==> src/rtl/fs_est_pkg.sv <==
// Shared definitions for the sampling frequency estimator.
// Assumes rate codes 1..8 in ascending rate order; code 0 means out of range.
package fs_est_pkg;

    localparam int NUM_CODES = 8;
    localparam int CODE_W    = 4;

    typedef enum logic [CODE_W-1:0] {
        FS_NONE  = 4'd0,
        FS_32K   = 4'd1,
        FS_44K1  = 4'd2,
        FS_48K   = 4'd3,
        FS_64K   = 4'd4,
        FS_88K2  = 4'd5,
        FS_96K   = 4'd6,
        FS_176K4 = 4'd7,
        FS_192K  = 4'd8
    } fs_code_e;

    // Nominal sampling rate in Hz for a code
    function automatic longint rate_hz(input int code);
        case (code)
            1:       return 64'd32000;
            2:       return 64'd44100;
            3:       return 64'd48000;
            4:       return 64'd64000;
            5:       return 64'd88200;
            6:       return 64'd96000;
            7:       return 64'd176400;
            default: return 64'd192000;
        endcase
    endfunction

    // Rounded reference-cycle count for a code over a window of frames
    function automatic longint nominal_count(input longint ref_hz, input int frames, input int code);
        longint r;
        r = rate_hz(code);
        return (ref_hz * frames + r / 2) / r;
    endfunction

    // Code belongs to the lower group (32..96 kHz)
    function automatic bit in_low_group(input int code);
        return (code >= 1) && (code <= 6);
    endfunction

    // Code belongs to the upper group (64..192 kHz)
    function automatic bit in_high_group(input int code);
        return (code >= 4) && (code <= 8);
    endfunction

endpackage

==> src/rtl/fs_est_edge_sync.sv <==
// Brings an asynchronous level into the clk domain through a flop chain
// and pulses rise_o for one cycle on each synchronized rising edge.
// Assumes the input is slow compared with clk (at least 4 clk per period).
module fs_est_edge_sync #(
    parameter int STAGES = 2
) (
    input  logic clk,
    input  logic rst_n,
    input  logic async_i,
    output logic rise_o
);

    logic [STAGES-1:0] chain;
    logic              last_q;

    // Metastability chain plus one delay flop for edge detection
    always_ff @(posedge clk) begin
        if (!rst_n) begin
            chain  <= '0;
            last_q <= 1'b0;
        end else begin
            chain  <= {chain[STAGES-2:0], async_i};
            last_q <= chain[STAGES-1];
        end
    end

    assign rise_o = chain[STAGES-1] & ~last_q;

endmodule

==> src/rtl/fs_est_window.sv <==
// Counts clk cycles across NUM_FRAMES frame periods. The first edge after
// run_i arms the window; every NUM_FRAMES-th edge after that closes it,
// presents the count with a one-cycle done_o pulse and opens the next one.
// Assumes edge_i is a single-cycle pulse. The count saturates at all ones.
module fs_est_window #(
    parameter int NUM_FRAMES = 8,
    parameter int CNT_W      = 16
) (
    input  logic             clk,
    input  logic             rst_n,
    input  logic             run_i,
    input  logic             restart_i,
    input  logic             edge_i,
    output logic             done_o,
    output logic [CNT_W-1:0] count_o
);

    localparam int               FR_W     = $clog2(NUM_FRAMES + 1);
    localparam logic [FR_W-1:0]  LAST_FR  = FR_W'(NUM_FRAMES - 1);
    localparam logic [CNT_W-1:0] CNT_MAX  = '1;
    localparam logic [CNT_W-1:0] CNT_ONE  = CNT_W'(1);

    logic             started;
    logic [FR_W-1:0]  frames;
    logic [CNT_W-1:0] cnt;

    // Window sequencing and cycle counting
    always_ff @(posedge clk) begin
        if (!rst_n) begin
            started <= 1'b0;
            frames  <= '0;
            cnt     <= '0;
            done_o  <= 1'b0;
            count_o <= '0;
        end else begin
            done_o <= 1'b0;
            if (!run_i || restart_i) begin
                started <= 1'b0;
                frames  <= '0;
                cnt     <= '0;
            end else if (edge_i && !started) begin
                started <= 1'b1;
                frames  <= '0;
                cnt     <= CNT_ONE;
            end else if (edge_i && frames == LAST_FR) begin
                done_o  <= 1'b1;
                count_o <= cnt;
                frames  <= '0;
                cnt     <= CNT_ONE;
            end else begin
                if (edge_i) frames <= frames + 1'b1;
                if (started && cnt != CNT_MAX) cnt <= cnt + 1'b1;
            end
        end
    end

    // A window can only close on a frame edge
    AST_DONE_ON_EDGE: assert property (@(posedge clk) disable iff (!rst_n)
        done_o |-> $past(edge_i)) else $error("window closed without edge");

endmodule

==> src/rtl/fs_est_classify.sv <==
// Compares a window count against one tolerance window per rate code and
// returns the matching code, or 0. A parallel bank of constant comparators
// is generated; codes outside the group picked by range_hi_i never match.
// Assumes windows do not overlap for the chosen tolerance.
module fs_est_classify
    import fs_est_pkg::*;
#(
    parameter longint REF_HZ     = 24_576_000,
    parameter int     NUM_FRAMES = 8,
    parameter int     TOL_DIV    = 25,
    parameter int     CNT_W      = 16
) (
    input  logic [CNT_W-1:0]     count_i,
    input  logic                 range_hi_i,
    output logic [NUM_CODES-1:0] match_o,
    output logic [CODE_W-1:0]    code_o
);

    for (genvar i = 1; i <= NUM_CODES; i++) begin : g_win
        localparam longint           NOM   = nominal_count(REF_HZ, NUM_FRAMES, i);
        localparam logic [CNT_W-1:0] LO_C  = CNT_W'(NOM - NOM / TOL_DIV);
        localparam logic [CNT_W-1:0] HI_C  = CNT_W'(NOM + NOM / TOL_DIV);
        localparam bit               OK_LO = in_low_group(i);
        localparam bit               OK_HI = in_high_group(i);

        assign match_o[i-1] = (count_i >= LO_C) && (count_i <= HI_C)
                            && (range_hi_i ? OK_HI : OK_LO);
    end

    // Encode the matching window into its code
    always_comb begin
        code_o = '0;
        for (int k = 0; k < NUM_CODES; k++) begin
            if (match_o[k]) code_o = CODE_W'(k + 1);
        end
    end

endmodule

==> src/rtl/fs_estimator.sv <==
// Sampling frequency estimator top. Runs the window counter on the crystal
// reference clock, classifies each completed count and registers the code.
// Hold mode measures during lock_err and freezes the first result until the
// next rising edge of lock_err; continuous mode updates after every window.
// Assumes lock_err, range_hi, cont_mode and osc_present are clk-synchronous.
module fs_estimator
    import fs_est_pkg::*;
#(
    parameter longint REF_HZ      = 24_576_000,
    parameter int     NUM_FRAMES  = 8,
    parameter int     TOL_DIV     = 25,
    parameter int     CNT_W       = 16,
    parameter int     SYNC_STAGES = 2
) (
    input  logic              clk,
    input  logic              rst_n,
    input  logic              frame_clk,
    input  logic              lock_err,
    input  logic              range_hi,
    input  logic              cont_mode,
    input  logic              osc_present,
    output logic [CODE_W-1:0] fs_code,
    output logic              fs_valid
);

    logic                 frame_rise;
    logic                 lock_q;
    logic                 unlock_rise;
    logic                 frozen;
    logic                 run;
    logic                 meas_done;
    logic [CNT_W-1:0]     meas_cnt;
    logic [NUM_CODES-1:0] match;
    logic [CODE_W-1:0]    cls_code;

    assign unlock_rise = lock_err & ~lock_q;
    assign run         = cont_mode | (lock_err & ~frozen);

    fs_est_edge_sync #(
        .STAGES (SYNC_STAGES)
    ) u_sync (
        .clk     (clk),
        .rst_n   (rst_n),
        .async_i (frame_clk),
        .rise_o  (frame_rise)
    );

    fs_est_window #(
        .NUM_FRAMES (NUM_FRAMES),
        .CNT_W      (CNT_W)
    ) u_window (
        .clk       (clk),
        .rst_n     (rst_n),
        .run_i     (run),
        .restart_i (unlock_rise),
        .edge_i    (frame_rise),
        .done_o    (meas_done),
        .count_o   (meas_cnt)
    );

    fs_est_classify #(
        .REF_HZ     (REF_HZ),
        .NUM_FRAMES (NUM_FRAMES),
        .TOL_DIV    (TOL_DIV),
        .CNT_W      (CNT_W)
    ) u_classify (
        .count_i    (meas_cnt),
        .range_hi_i (range_hi),
        .match_o    (match),
        .code_o     (cls_code)
    );

    // Delay of lock_err for unlock edge detection
    always_ff @(posedge clk) begin
        if (!rst_n) lock_q <= 1'b0;
        else        lock_q <= lock_err;
    end

    // Result register, hold-mode freeze and unlock clearing
    always_ff @(posedge clk) begin
        if (!rst_n) begin
            fs_code  <= FS_NONE;
            fs_valid <= 1'b0;
            frozen   <= 1'b0;
        end else if (unlock_rise) begin
            fs_code  <= FS_NONE;
            fs_valid <= 1'b0;
            frozen   <= 1'b0;
        end else begin
            if (meas_done) begin
                fs_code  <= cls_code;
                fs_valid <= 1'b1;
                frozen   <= ~cont_mode;
            end
            if (!osc_present) fs_code <= FS_NONE;
        end
    end

    AST_ONE_WINDOW: assert property (@(posedge clk) disable iff (!rst_n)
        $onehot0(match)) else $error("count matched two windows");
    AST_LOW_GROUP: assert property (@(posedge clk) disable iff (!rst_n)
        $past(meas_done) && !$past(range_hi) |-> fs_code <= 4'd6) else $error("upper code in lower group");
    AST_HIGH_GROUP: assert property (@(posedge clk) disable iff (!rst_n)
        $past(meas_done) && $past(range_hi) |-> (fs_code == 4'd0 || fs_code >= 4'd4)) else $error("lower code in upper group");
    AST_HOLD_FROZEN: assert property (@(posedge clk) disable iff (!rst_n)
        frozen && !cont_mode && osc_present && !$rose(lock_err) |=> $stable(fs_code)) else $error("held code changed");
    AST_UNLOCK_CLEARS: assert property (@(posedge clk) disable iff (!rst_n)
        $rose(lock_err) |=> !fs_valid && fs_code == 4'd0) else $error("unlock did not clear");
    AST_NO_OSC_ZERO: assert property (@(posedge clk) disable iff (!rst_n)
        !$past(osc_present) |-> fs_code == 4'd0) else $error("code without oscillator");
    AST_VALID_AFTER_DONE: assert property (@(posedge clk) disable iff (!rst_n)
        $rose(fs_valid) |-> $past(meas_done)) else $error("valid without measurement");
    AST_IDLE_WHEN_LOCKED: assert property (@(posedge clk) disable iff (!rst_n)
        !cont_mode && !lock_err |=> !meas_done) else $error("hold mode measured while locked");

endmodule

==> config.mk <==
export PLATFORM = sky130hd
export DESIGN_NAME = fs_estimator
export DESIGN_NICKNAME = d
export VERILOG_FILES = /design/src/rtl/fs_est_pkg.sv /design/src/rtl/fs_est_edge_sync.sv /design/src/rtl/fs_est_window.sv /design/src/rtl/fs_est_classify.sv /design/src/rtl/fs_estimator.sv
export SDC_FILE = /design/constraint.sdc
export NUM_CORES = 1
export LEC_CHECK = 0
export BUFFER_PORTS_ARGS = -buffer_cell sky130_fd_sc_hd__buf_2
export CORE_ASPECT_RATIO = 1.75
export CORE_MARGIN = 2
export CORE_UTILIZATION = 58
export CTS_CLUSTER_SIZE = 16
export DETAILED_ROUTE_END_ITERATION = 10
export PLACE_DENSITY_LB_ADDON = 0.1
export SYNTH_ARGS = -nofsm -noshare
export SYNTH_HDL_FRONTEND = slang
export SYNTH_SLANG_ARGS = --single-unit
==> constraint.sdc <==
create_clock -name clk -period 5.4 [get_ports clk]
set_input_delay 1.62 -clock clk [delete_from_list [all_inputs] [get_ports clk]]
set_output_delay 1.62 -clock clk [all_outputs]
set_load 0.02 [all_outputs]
Word-level counts from Yosys, hierarchy flattened
Index checks and enable logic that the tools add are counted.
- bits in registers: 48
- bits of input ports: 7
- output and inout port bits: 5
- word-level logic and storage cells: 84
- add/subtract/negate cells: 2
- magnitude comparators: 16
- equal/unequal tests: 2
- muxes and demuxes: 14
- bitwise logic cells: 12
- reduce and logical (&&, ||, !) cells: 26
- operators with widths (cell ; number):
    $ge A16 B12 Y1 const B ; 3
    $le A16 B12 Y1 const B ; 3
    $le A16 B13 Y1 const B ; 3
    $ge A16 B11 Y1 const B ; 2
    $ge A16 B13 Y1 const B ; 2
    $le A16 B11 Y1 const B ; 2
    $mux W4 ; 7
    $add A16 B1 Y16 const B ; 1
    $ge A16 B10 Y1 const B ; 1
    $logic_and A1 B1 Y1 ; 16
    $ne A16 B16 Y1 const B ; 1
    $not A1 Y1 ; 8
    $mux W1 ; 7
    $reduce_or A3 Y1 ; 2
    $add A4 B1 Y4 const B ; 1
    $eq A4 B3 Y1 const B ; 1
    $reduce_or A2 Y1 ; 2
    $reduce_or A4 Y1 ; 1
    $and A1 B1 Y1 ; 3
    $reduce_and A3 Y1 ; 1
    $reduce_bool A3 Y1 ; 1
    $logic_not A1 Y1 ; 2
    $logic_or A1 B1 Y1 ; 1
    $or A1 B1 Y1 ; 1

Logic depth before layout (Yosys ltp)
Gate-level depths: netlist of run 1.
- word-level depth: 11
- depth in mapped cells: 8
- depth with buffers taken out: 7

Cells and area by module
A second synthesis of run 1 with hierarchy kept.
- cell total of the unflattened synthesis: 304
- area total of the unflattened synthesis: 2524.9 um2
- by module, submodules not included (module ; times used ; cells each ; area each (um2) ; sequential area each (um2)):
    fs_est_window ; 1 ; 191 ; 1627.8 ; 760.7
    fs_est_classify ; 1 ; 79 ; 506.7 ; 0.0
    fs_estimator ; 1 ; 27 ; 297.8 ; 140.1
    fs_est_edge_sync ; 1 ; 7 ; 92.6 ; 60.1

Worst setup path after synthesis of run 1
OpenSTA, ideal clock, no wires.
- path type: in2reg
- start point: input lock_err
- end point: register u_window.cnt[10]
- library setup time: 128 ps
- arrival time: 2714 ps
- data required time: 5272 ps
- setup slack: 2558 ps
- stages: 7
- buffers on the path: 2
- path through: nor2b_1 -> o21a_1 -> nand2_1 -> or2_2 -> clkbuf_1 -> clkbuf_1 -> nor2_1
- cells in the longest elaborated chain, start to end: 5
- elaborated cells between the ends (all ways): 6
- classes of those cells: bitwise: 3; reduce/logical: 3
- ends and longest elaborated chain (item ; RTL line ; text):
    start: declaration ; fs_estimator.sv:18 ; input logic lock_err,
    $and A1 B1 Y1 ; fs_estimator.sv:37 ; assign run = cont_mode | (lock_err & ~frozen);
    $or A1 B1 Y1 ; fs_estimator.sv:37 ;
    $logic_not A1 Y1 ; fs_est_window.sv:37 ; if (!run_i || restart_i) begin
    $logic_or A1 B1 Y1 * ; fs_est_window.sv:37 ;
    $reduce_or A4 Y1 (no source line) * ; n/a ;
    end signal: assignment ; fs_est_window.sv:52 ; if (started && cnt != CNT_MAX) cnt <= cnt + 1'b1;
    end: declaration ; fs_est_window.sv:25 ; logic [CNT_W-1:0] cnt;
Mark *: on every way between the ends. The rest lies on a longest branch, timed or not.
A chain may end at the register's enable or synchronous reset.

Worst setup path after layout of run 1
- start point: input lock_err
- end point: register u_window.cnt[14]
Same word-level chain as after synthesis.

==> impl_metrics.py, run 1 <==
metrics = {
    "setup_path": {
        "r2r_slack_ns": 3.08,
        "crit_path_start_kind": "input pin",
        "worstPathMaxFanout": 18,
        "reg2reg_from": "u_window.count_o[15]",
        "critPathCapture": "u_window.cnt[14]",
        "crit_path_end_kind": "register",
        "startpoint": "lock_err",
        "worstRegToRegCells": 6,
        "reg2reg_to": "fs_code[1]",
        "cp.required_ns": 5.65,
        "critPathArrivalTime_ns": 2.86,
        "critical_path_class": "in2reg",
    },
    "synthesis": {
        "postSynth.asyncResetShare_pct": 0,
        "ys_warn_count": 0,
        "yosysTopAreaCell": "dfxtp_1",
        "synth_area_per_cell_um2": 8.133,
        "netlist.area_leader.share_pct": 38.87,
        "ys_ff_latch": 48,
        "ys.flop_type": "dfxtp_1",
        "ys_types": 53,
        "synth_area_um2": 2472,
        "ys_top_cells_by_area": "dfxtp_1, nand2_1, nor2_1, a21boi_0, xor2_1",
        "yosysSeqAreaShare_pct": 38.87,
        "syn_nets": 313,
        "synth-edff-count": 0,
        "synth_cells": 304,
    },
    "finish": {
        "n_antenna_cell": 0,
        "nets": 311,
        "final_common_cell": "nand2_1",
        "syn2layout_area_growth_pct": 4.504,
        "fin_cells": 352,
        "mostFrequentLayoutCells": "nand2_1, dfxtp_1, nor2_1, a21boi_0, nand3_1",
        "fillers": 395,
        "drive_above_1_share_pct": 9.571,
    },
    "floorplan": {
        "io_pins": 12,
        "die_area_um2": 4822,
        "placementRows": 31,
        "die_x_um": 53.36,
        "start_util_pct": 60.13,
        "core-area_um2": 4111,
        "die_h_um": 90.37,
    },
    "detailed_routing": {
        "via_per_inst": 6.028,
        "drtAntennaViolNets": 0,
        "first_pass_iters": 5,
        "first_iter_violations": 85,
        "vias": 2122,
        "wirelength_mm": 5.308,
        "wl_per_cell_um": 15.08,
        "drc": 0,
    },
    "global_route": {
        "grt_max_degree": 25,
        "antenna_found_initial": 0,
        "grt_pass1_wl_mm": 8.852,
        "grt_pass1_vias": 1975,
        "gr-total-overflow": 0,
        "grt_use_total_pct": 24.01,
    },
    "clock_network": {
        "cts_root_buf": "clkbuf_8",
        "clock-sinks": 48,
        "cts.clk_slew.worst_paths_ns": 0.09,
        "cts_resized": 0,
        "cts_tree": "yes",
        "clk_latency_ns": 0.30,
        "cts_max_level": 2,
        "postCtsSetupBuffers": 0,
        "numCtsBuffers": 5,
        "cts.hold.buffers_added": 0,
        "clockBufferDepth": 2,
    },
    "place": {
        "gp_congestion": 0.8563,
        "dp_cells": 344,
        "hpwlAfterDp_mm": 3.845,
        "io_buffer_count": 11,
    },
    "sta": {
        "rsz0062_at_grt": "no",
        "finalHoldViolCount": 0,
        "fmax_mhz": 382.9,
        "slew_headroom_pct": 47.99,
        "tightestPinTransition_ns": 0.7741,
        "skew_ns": 0.01060,
        "final.setup.tns_ns": 0,
        "fin_crit_sh_pct": 48.37,
        "min_period_ns": 2.612,
        "setup_violations": 0,
        "final-max-slew-violation-count": 0,
    },
    "pwr": {
        "vdd_drop_max_v": 0.0002292,
        "cellLeakagePower_uw": 0.0008586,
        "power.density_nw_per_um2": 246.5,
    },
    "hold_path": {
        "min_path_type": "reg2reg",
    },
    "run_status": {
        "status": "complete, no violations",
    },
    "flow_run": {
        "maxCapViolations": 0,
    },
}
-- flip-flops by register name (all words and copies together), names as in the netlist --
name and flops:
frozen 1, fs_code 4, fs_valid 1, lock_q 1, u_sync.chain 2, u_sync.last_q 1
u_window.cnt 16, u_window.count_o 16, u_window.done_o 1, u_window.frames 4, u_window.started 1
-- synth_stat cells, types with 2 or more instances --
cell type	count
a211oi_1	3
a21boi_0	16
a21o_1	3
a21oi_1	10
a311oi_1	3
a31oi_1	4
a41o_1	2
and2_1	5
and3_1	2
and3b_1	2
and4_1	3
buf_6	2
clkbuf_1	15
clkbuf_8	3
dfxtp_1	48
ha_1	2
inv_1	4
mux2i_1	3
nand2_1	50
nand2b_1	3
nand3_1	15
nand3b_1	2
nand4_1	7
nand4b_1	2
nor2_1	35
nor2b_1	2
nor3_1	10
nor4_1	3
o21a_1	2
o21ai_0	7
or2_2	3
xnor2_1	4
xor2_1	9
-- worst min-delay path by stage --
stage | start | to | slack, ns | cells past startpoint
floorplan | u_sync.chain[0] | u_sync.chain[1] | 0.41 | 1
global placement | u_sync.chain[0] | u_sync.chain[1] | 0.43 | 1
detailed placement | u_sync.chain[0] | u_sync.chain[1] | 0.44 | 1
CTS | u_sync.chain[0] | u_sync.chain[1] | 0.46 | 1
global route | u_sync.chain[0] | u_sync.chain[1] | 0.49 | 1
finish | u_sync.chain[0] | u_sync.chain[1] | 0.45 | 1
-- area by class of cell --
class,count,area [µm²],area share [%]
clock buffers,5,68.82,2.663
inverters,4,15.01,0.5811
flip-flops and latches,48,960.9,37.19
well taps,49,61.31,2.373
multi-input cells,232,1376,53.27
repair buffers,11,55.05,2.131
clock inverters,3,46.29,1.792
-- power by group --
group / internal [µW] / switching, µW
combinational: 7.19 / 10.0
sequential: 356 / 1.49
clock: 140 / 123
total: 502 / 135
-- per-stage QoR --
step | setup WS, ns | hold WS [ns] | util (%) | power (µW) | area (µm²)
2_1_floorplan | 2.558 | 0.4119 | - | 377.4 | 2472
3_3_place_gp | 2.513 | 0.4324 | 60.04 | 382.6 | 2469
3_5_place_dp | 2.467 | 0.4355 | 60.04 | 383.0 | 2469
4_1_cts | 2.778 | 0.4588 | 62.84 | 644.4 | 2584
5_1_grt | 2.627 | 0.4907 | 62.84 | 659.9 | 2584
6_report | 2.788 | 0.4528 | 62.84 | 636.9 | 2584
-- cells by family (layout without fill, tap and decap cells) --
logic type               Yosys count  count (layout)  synth area share [%]
adder cells (fa/ha/maj)            2               2                 1.012
AND/OR/NAND/NOR                  151             151                 30.31
multiplexers                       3               3                 1.215
flip-flops                        48              48                 38.87
buffers and inverters             24              23                 5.465
AO/OA/AOI/OAI                     63              63                 18.52
XOR/XNOR                          13              13                 4.605
-- metal layers --
layer / part of all wire [%] / GRT usage (%)
met1: 42 / 27.25
met2: 51 / 41.05
met3: 2.6 / 3.146
met4: 4.0 / 13.03
met5: 0 / 0
-- critical path: stages --
cell      delay (ns)
buf_2           0.11
nand2b_1        0.10
o21a_1          0.18
nand2_1         0.12
or2_2           0.48
and3b_1         0.25
(Power assumes the default switching activity.)
==> inputs of run 2 (changes only) <==
==> constraint.sdc (replaced) <==
create_clock -name clk -period 2.6 [get_ports clk]
set_input_delay 0.78 -clock clk [delete_from_list [all_inputs] [get_ports clk]]
set_output_delay 0.78 -clock clk [all_outputs]
set_load 0.02 [all_outputs]
==> impl_metrics.py, run 2 (synthesized netlist as in run 1, its figures left out) <==
metrics = {
    "run_status": {
        "status": "complete, no violations",
    },
    "sta": {
        "slew_headroom_pct": 61.12,
        "fmax_mhz": 478.1,
        "tightestPinTransition_ns": 0.5816,
        "skew_ns": 0.01074,
        "finalHoldViolCount": 0,
        "whs_ns": 0.4539,
        "final-max-slew-violation-count": 0,
        "min_period_ns": 2.092,
        "setup_violations": 0,
        "rsz0062_at_grt": "no",
        "fin_crit_sh_pct": 80.45,
        "final.setup.tns_ns": 0,
    },
    "finish": {
        "syn2layout_area_growth_pct": 5.263,
        "drive_above_1_share_pct": 10.46,
        "final_common_cell": "nand2_1",
        "n_antenna_cell": 0,
        "top_regs": "u_window.cnt x16, u_window.count_o x16",
        "nets": 314,
        "mostFrequentLayoutCells": "nand2_1, dfxtp_1, nor2_1, a21boi_0, nand3_1",
    },
    "clock_network": {
        "clock-sinks": 48,
        "postCtsSetupBuffers": 0,
        "cts_tree": "yes",
        "cts.clk_slew.worst_paths_ns": 0.09,
        "cts.hold.buffers_added": 0,
        "clockBufferDepth": 2,
        "cts_resized": 0,
        "numCtsBuffers": 5,
        "cts_max_level": 2,
        "cts_root_buf": "clkbuf_8",
        "clk_latency_ns": 0.30,
    },
    "floorplan": {
        "die_h_um": 90.37,
        "placementRows": 31,
        "die_area_um2": 4822,
        "die_x_um": 53.36,
        "io_pins": 12,
        "core-area_um2": 4111,
        "start_util_pct": 60.13,
    },
    "flow_run": {
        "maxCapViolations": 0,
    },
    "global_route": {
        "grt_use_total_pct": 23.92,
        "grt_pass1_wl_mm": 8.901,
        "gr-total-overflow": 0,
        "grt_max_degree": 24,
        "grt_pass1_vias": 2071,
        "antenna_found_initial": 0,
    },
    "detailed_routing": {
        "wl_per_cell_um": 14.76,
        "first_iter_violations": 49,
        "drtAntennaViolNets": 0,
        "via_per_inst": 6.031,
        "drc": 0,
        "wirelength_mm": 5.240,
        "vias": 2141,
        "first_pass_iters": 4,
    },
    "setup_path": {
        "crit_path_start_kind": "register",
        "critPathMaxStageDelay_ns": 0.47,
        "cp.required_ns": 2.83,
        "critical_path_class": "reg2reg",
        "worstPathMaxFanout": 10,
        "cp_top_family": "simple AND/OR/NAND/NOR gates",
        "critPathBufInv": 0,
        "worstPathCellList": "nor3_1 > nand4_1 > or4b_1 > a31oi_1 > and3b_1 > a211oi_2",
        "crit_slowest_cell": "or4b_1",
        "critPathArrivalTime_ns": 2.32,
        "crit_path_end_kind": "register",
    },
    "pwr": {
        "vdd_drop_max_v": 0.0004687,
        "power.density_nw_per_um2": 503.1,
        "cellLeakagePower_uw": 0.0008724,
    },
    "hold_path": {
        "min_path_type": "reg2reg",
    },
    "place": {
        "gp_congestion": 0.8397,
        "hpwlAfterDp_mm": 3.921,
        "io_buffer_count": 11,
    },
}
run 2: changes by cell type in the layout (fill, tap and decap cells not counted), sizes merged:
cell / previous run / this run
buf: 11 / 14
clkinv: 0 / 1
inv: 5 / 4
run 2: final cells by class:
class / instances / area [µm²]
multi-input combinational: 232 / 1376
sequential: 48 / 960.9
inverter: 4 / 15.01
clock buffer: 5 / 68.82
fill: 388 / 1509
clock inverter: 3 / 42.54
tap: 49 / 61.31
timing repair buffer: 14 / 77.57
run 2: path summary, 6_finish.rpt:
kind / start / cells after the start / end / slack (ns)
worst max-delay path: u_window.count_o[9] / 6 / fs_code[1] / 0.51
worst min-delay path: u_sync.chain[0] / 1 / u_sync.chain[1] / 0.45
worst max register to register: u_window.count_o[9] / 6 / fs_code[1] / 0.51
worst min register to register: u_sync.chain[0] / 1 / u_sync.chain[1] / 0.45
run 2: worst register-to-register path: stages, from the launching register on:
cell and delay, ns:
dfxtp_1 0.39, nor3_1 0.39, nand4_1 0.13, or4b_1 0.47
a31oi_1 0.22, and3b_1 0.21, a211oi_2 0.21
run 2: layer usage:
metal | global-route usage (%) | part of all wire [%] | up-vias | wire, µm
met2 | 42.80 | 53 | 43 | 2777
met3 | 3.477 | 2.7 | 17 | 140
met1 | 26.11 | 41 | 998 | 2161
li1 | - | - | 1083 | -
met4 | 10.68 | 3.1 | 0 | 160
met5 | 0 | 0 | - | 0
run 2: stage by stage:
stage | total power [µW] | instances | setup slack [ns] | area (µm²) | util, %
2_1_floorplan | 783.9 | 304 | 0.5879 | 2472 | -
3_3_place_gp | 796.2 | 347 | 0.5303 | 2491 | 60.59
3_5_place_dp | 796.9 | 347 | 0.5058 | 2491 | 60.59
4_1_cts | 1318 | 355 | 0.5321 | 2603 | 63.30
5_1_grt | 1359 | 355 | 0.3955 | 2603 | 63.30
6_report | 1309 | 355 | 0.5083 | 2603 | 63.30
run 2: where the power goes:
part	switching [µW]	internal, µW
registers	3.34	738
clock network	246	285
logic	21.3	15.9
total	270	1040
==> inputs of run 3 (changes only) <==
--- a/config.mk
+++ b/config.mk
@@ -5,10 +5,11 @@
 export SDC_FILE = /design/constraint.sdc
 export NUM_CORES = 1
 export LEC_CHECK = 0
+export ABC_AREA = 1
 export BUFFER_PORTS_ARGS = -buffer_cell sky130_fd_sc_hd__buf_2
 export CORE_ASPECT_RATIO = 1.75
 export CORE_MARGIN = 2
-export CORE_UTILIZATION = 58
+export CORE_UTILIZATION = 55
 export CTS_CLUSTER_SIZE = 16
 export DETAILED_ROUTE_END_ITERATION = 10
 export PLACE_DENSITY_LB_ADDON = 0.1
==> constraint.sdc (replaced) <==
create_clock -name clk -period 1.7 [get_ports clk]
set_input_delay 0.51 -clock clk [delete_from_list [all_inputs] [get_ports clk]]
set_output_delay 0.51 -clock clk [all_outputs]
set_load 0.02 [all_outputs]
==> impl_metrics.py, run 3 <==
metrics = {
    "setup_path": {
        "cp.required_ns": 1.85,
        "worstPathCellList": "nand4_1 > nor2_1 > nand3_1 > nand2_2 > buf_4 > xor2_1 > a21oi_1",
        "crit_path_end_kind": "register",
        "crit_slowest_cell": "dfxtp_1",
        "critPathMaxStageDelay_ns": 0.47,
        "crit_path_start_kind": "register",
        "critical_path_class": "reg2reg",
        "worstPathMaxFanout": 7,
        "critPathArrivalTime_ns": 1.79,
    },
    "place": {
        "hpwlAfterDp_mm": 6.053,
        "gp_congestion": 1.003,
        "post-place-ws_ns": -0.01404,
        "dp_cells": 525,
        "io_buffer_count": 11,
    },
    "synthesis": {
        "ys_types": 36,
        "synth-edff-count": 0,
        "postSynth.asyncResetShare_pct": 0,
        "synth_area_um2": 2811,
        "synth_cells": 444,
        "yosysTopAreaCell": "dfxtp_1",
        "ys_ff_latch": 48,
        "ys_top_cells_by_area": "dfxtp_1, nand2_1, nor2_1, a21oi_1, inv_1",
        "synth_area_per_cell_um2": 6.332,
        "ys.flop_type": "dfxtp_1",
        "yosysMostFrequentCell": "nand2_1",
        "yosys-top-cells-count": "nand2_1, nor2_1, dfxtp_1, inv_1, a21oi_1",
        "ys_warn_count": 0,
        "yosysSeqAreaShare_pct": 34.18,
        "netlist.area_leader.share_pct": 34.18,
        "syn_nets": 453,
    },
    "floorplan": {
        "core-area_um2": 4935,
        "placementRows": 34,
        "io_pins": 12,
        "start_util_pct": 56.97,
        "die_area_um2": 5722,
        "die_h_um": 98.58,
        "die_x_um": 58.05,
    },
    "clock_network": {
        "cts_max_level": 2,
        "clockBufferDepth": 2,
        "clk_latency_ns": 0.30,
        "cts_tree": "yes",
        "numCtsBuffers": 5,
        "cts.clk_slew.worst_paths_ns": 0.09,
        "clock-sinks": 48,
        "cts_root_buf": "clkbuf_8",
    },
    "pwr": {
        "power.density_nw_per_um2": 615.5,
        "p_switching_uw": 424.3,
        "clkPwrFrac_pct": 40.1,
        "seq_power_share_pct": 56.2,
        "p_comb_share_pct": 3.7,
        "internal_power_uw": 1591,
        "fin_total_pwr_uw": 2015,
        "cellLeakagePower_uw": 0.001402,
        "vdd_drop_max_v": 0.0006482,
        "switching_share_pct": 21.05,
    },
    "detailed_routing": {
        "drtAntennaViolNets": 0,
        "first_pass_iters": 4,
        "wirelength_mm": 7.694,
        "first_iter_violations": 130,
        "wl_per_cell_um": 14.33,
        "via_per_inst": 5.490,
        "drc": 0,
        "vias": 2948,
    },
    "finish": {
        "syn2layout_area_growth_pct": 16.47,
        "fin_cells": 537,
        "mostFrequentLayoutCells": "nand2_1, nor2_1, inv_1, dfxtp_1, a21oi_1",
        "nets": 491,
        "drive_above_1_share_pct": 18.84,
        "top_regs": "u_window.cnt x16, u_window.count_o x16",
        "fin_util_pct": 66.35,
        "final_common_cell": "nand2_1",
        "n_antenna_cell": 0,
        "fillers": 498,
    },
    "global_route": {
        "grt_pass1_vias": 2754,
        "antenna_found_initial": 0,
        "grt_max_degree": 21,
        "gr-total-overflow": 0,
        "grt_pass1_wl_mm": 12.40,
        "grt_use_total_pct": 27.84,
    },
    "hold_path": {
        "min_path_type": "in2reg",
    },
    "sta": {
        "tightestPinTransition_ns": 0.3129,
        "fin_ws_ns": 0.06566,
        "rsz0062_at_grt": "yes",
        "setup_violations": 0,
        "fin_crit_sh_pct": 96.14,
        "slew_headroom_pct": 78.97,
        "min_period_ns": 1.634,
        "fmax_mhz": 611.9,
        "final.setup.tns_ns": 0,
        "final-max-slew-violation-count": 0,
        "finalHoldViolCount": 0,
        "skew_ns": 0.01287,
    },
    "run_status": {
        "status": "complete, no violations",
    },
    "flow_run": {
        "maxCapViolations": 0,
    },
}
-- run 3: final cells by class --
cell class                 count  area, µm²  area share (%)
multi-input combinational    325       1605           49.03
sequential                    48      965.9           29.50
timing repair buffer          44      304.0           9.285
tap                           54      67.56           2.063
clock inverter                 3      42.54           1.299
clock buffer                   5      68.82           2.102
inverter                      58      220.2           6.725
-- run 3: what timing repair did --
action	in CTS	in global routing
gates resized for setup	1	25
buffers inserted	0	2
setup endpoints to repair	1	19
pin swaps	0	2
hold buffers	0	0
cloned	0	2
-- run 3: final timing paths --
path,start,to,slack [ns],depth (start not counted)
worst min-delay path,frame_clk,u_sync.chain[0],0.39,3
worst min register to register,u_sync.chain[0],u_sync.chain[1],0.42,2
worst max register to register,u_window.cnt[6],u_window.cnt[0],0.07,7
worst max-delay path,u_window.cnt[6],u_window.cnt[0],0.07,7
-- run 3: stage by stage --
step	area, µm²	hold WS [ns]
floorplan	2811	0.3905
global placement	3069	0.4062
detailed placement	3069	0.4074
CTS	3183	0.3898
global route	3274	0.4010
finish	3274	0.3927
-- run 3: worst max-delay path: cells and delay by family (launching register included) --
| family | cells | cell delay, ns |
|---|---|---|
| simple gates | 4 | 0.53 |
| buf+inv | 1 | 0.18 |
| compound gates | 1 | 0.14 |
| xor+xnor | 1 | 0.17 |
| flops | 1 | 0.47 |
-- run 3: logic make-up (layout without fill, tap and decap cells) --
logic type               count (synthesis)  count (layout)  synth area share [%]
AO/OA/AOI/OAI                           85              85                 16.11
AND/OR/NAND/NOR                        229             229                 35.34
flip-flops                              48              48                 34.18
adder cells (fa/ha/maj)                  2               2                0.8899
buffers and inverters                   71             110                 10.68
XOR/XNOR                                 9               9                 2.804
-- run 3: power groups by stage --
| stage | combinational [µW] | clock [µW] | sequential (µW) |
|---|---|---|---|
| 2_1_floorplan | 46.1 | 0 | 1160 |
| 3_3_place_gp | 73.5 | 0 | 1160 |
| 3_5_place_dp | 74.6 | 0 | 1160 |
| 4_1_cts | 75.0 | 829 | 1130 |
| 5_1_grt | 83.8 | 876 | 1130 |
| 6_report | 75.1 | 807 | 1130 |
-- run 3: metal layers --
| layer | up-vias | GRT usage [%] | part of all wire, % |
|---|---|---|---|
| met4 | 0 | 14.49 | 4.9 |
| met3 | 23 | 2.756 | 1.8 |
| met5 | - | 0 | 0 |
| met2 | 53 | 52.36 | 56 |
| li1 | 1514 | - | - |
| met1 | 1358 | 29.04 | 37 |
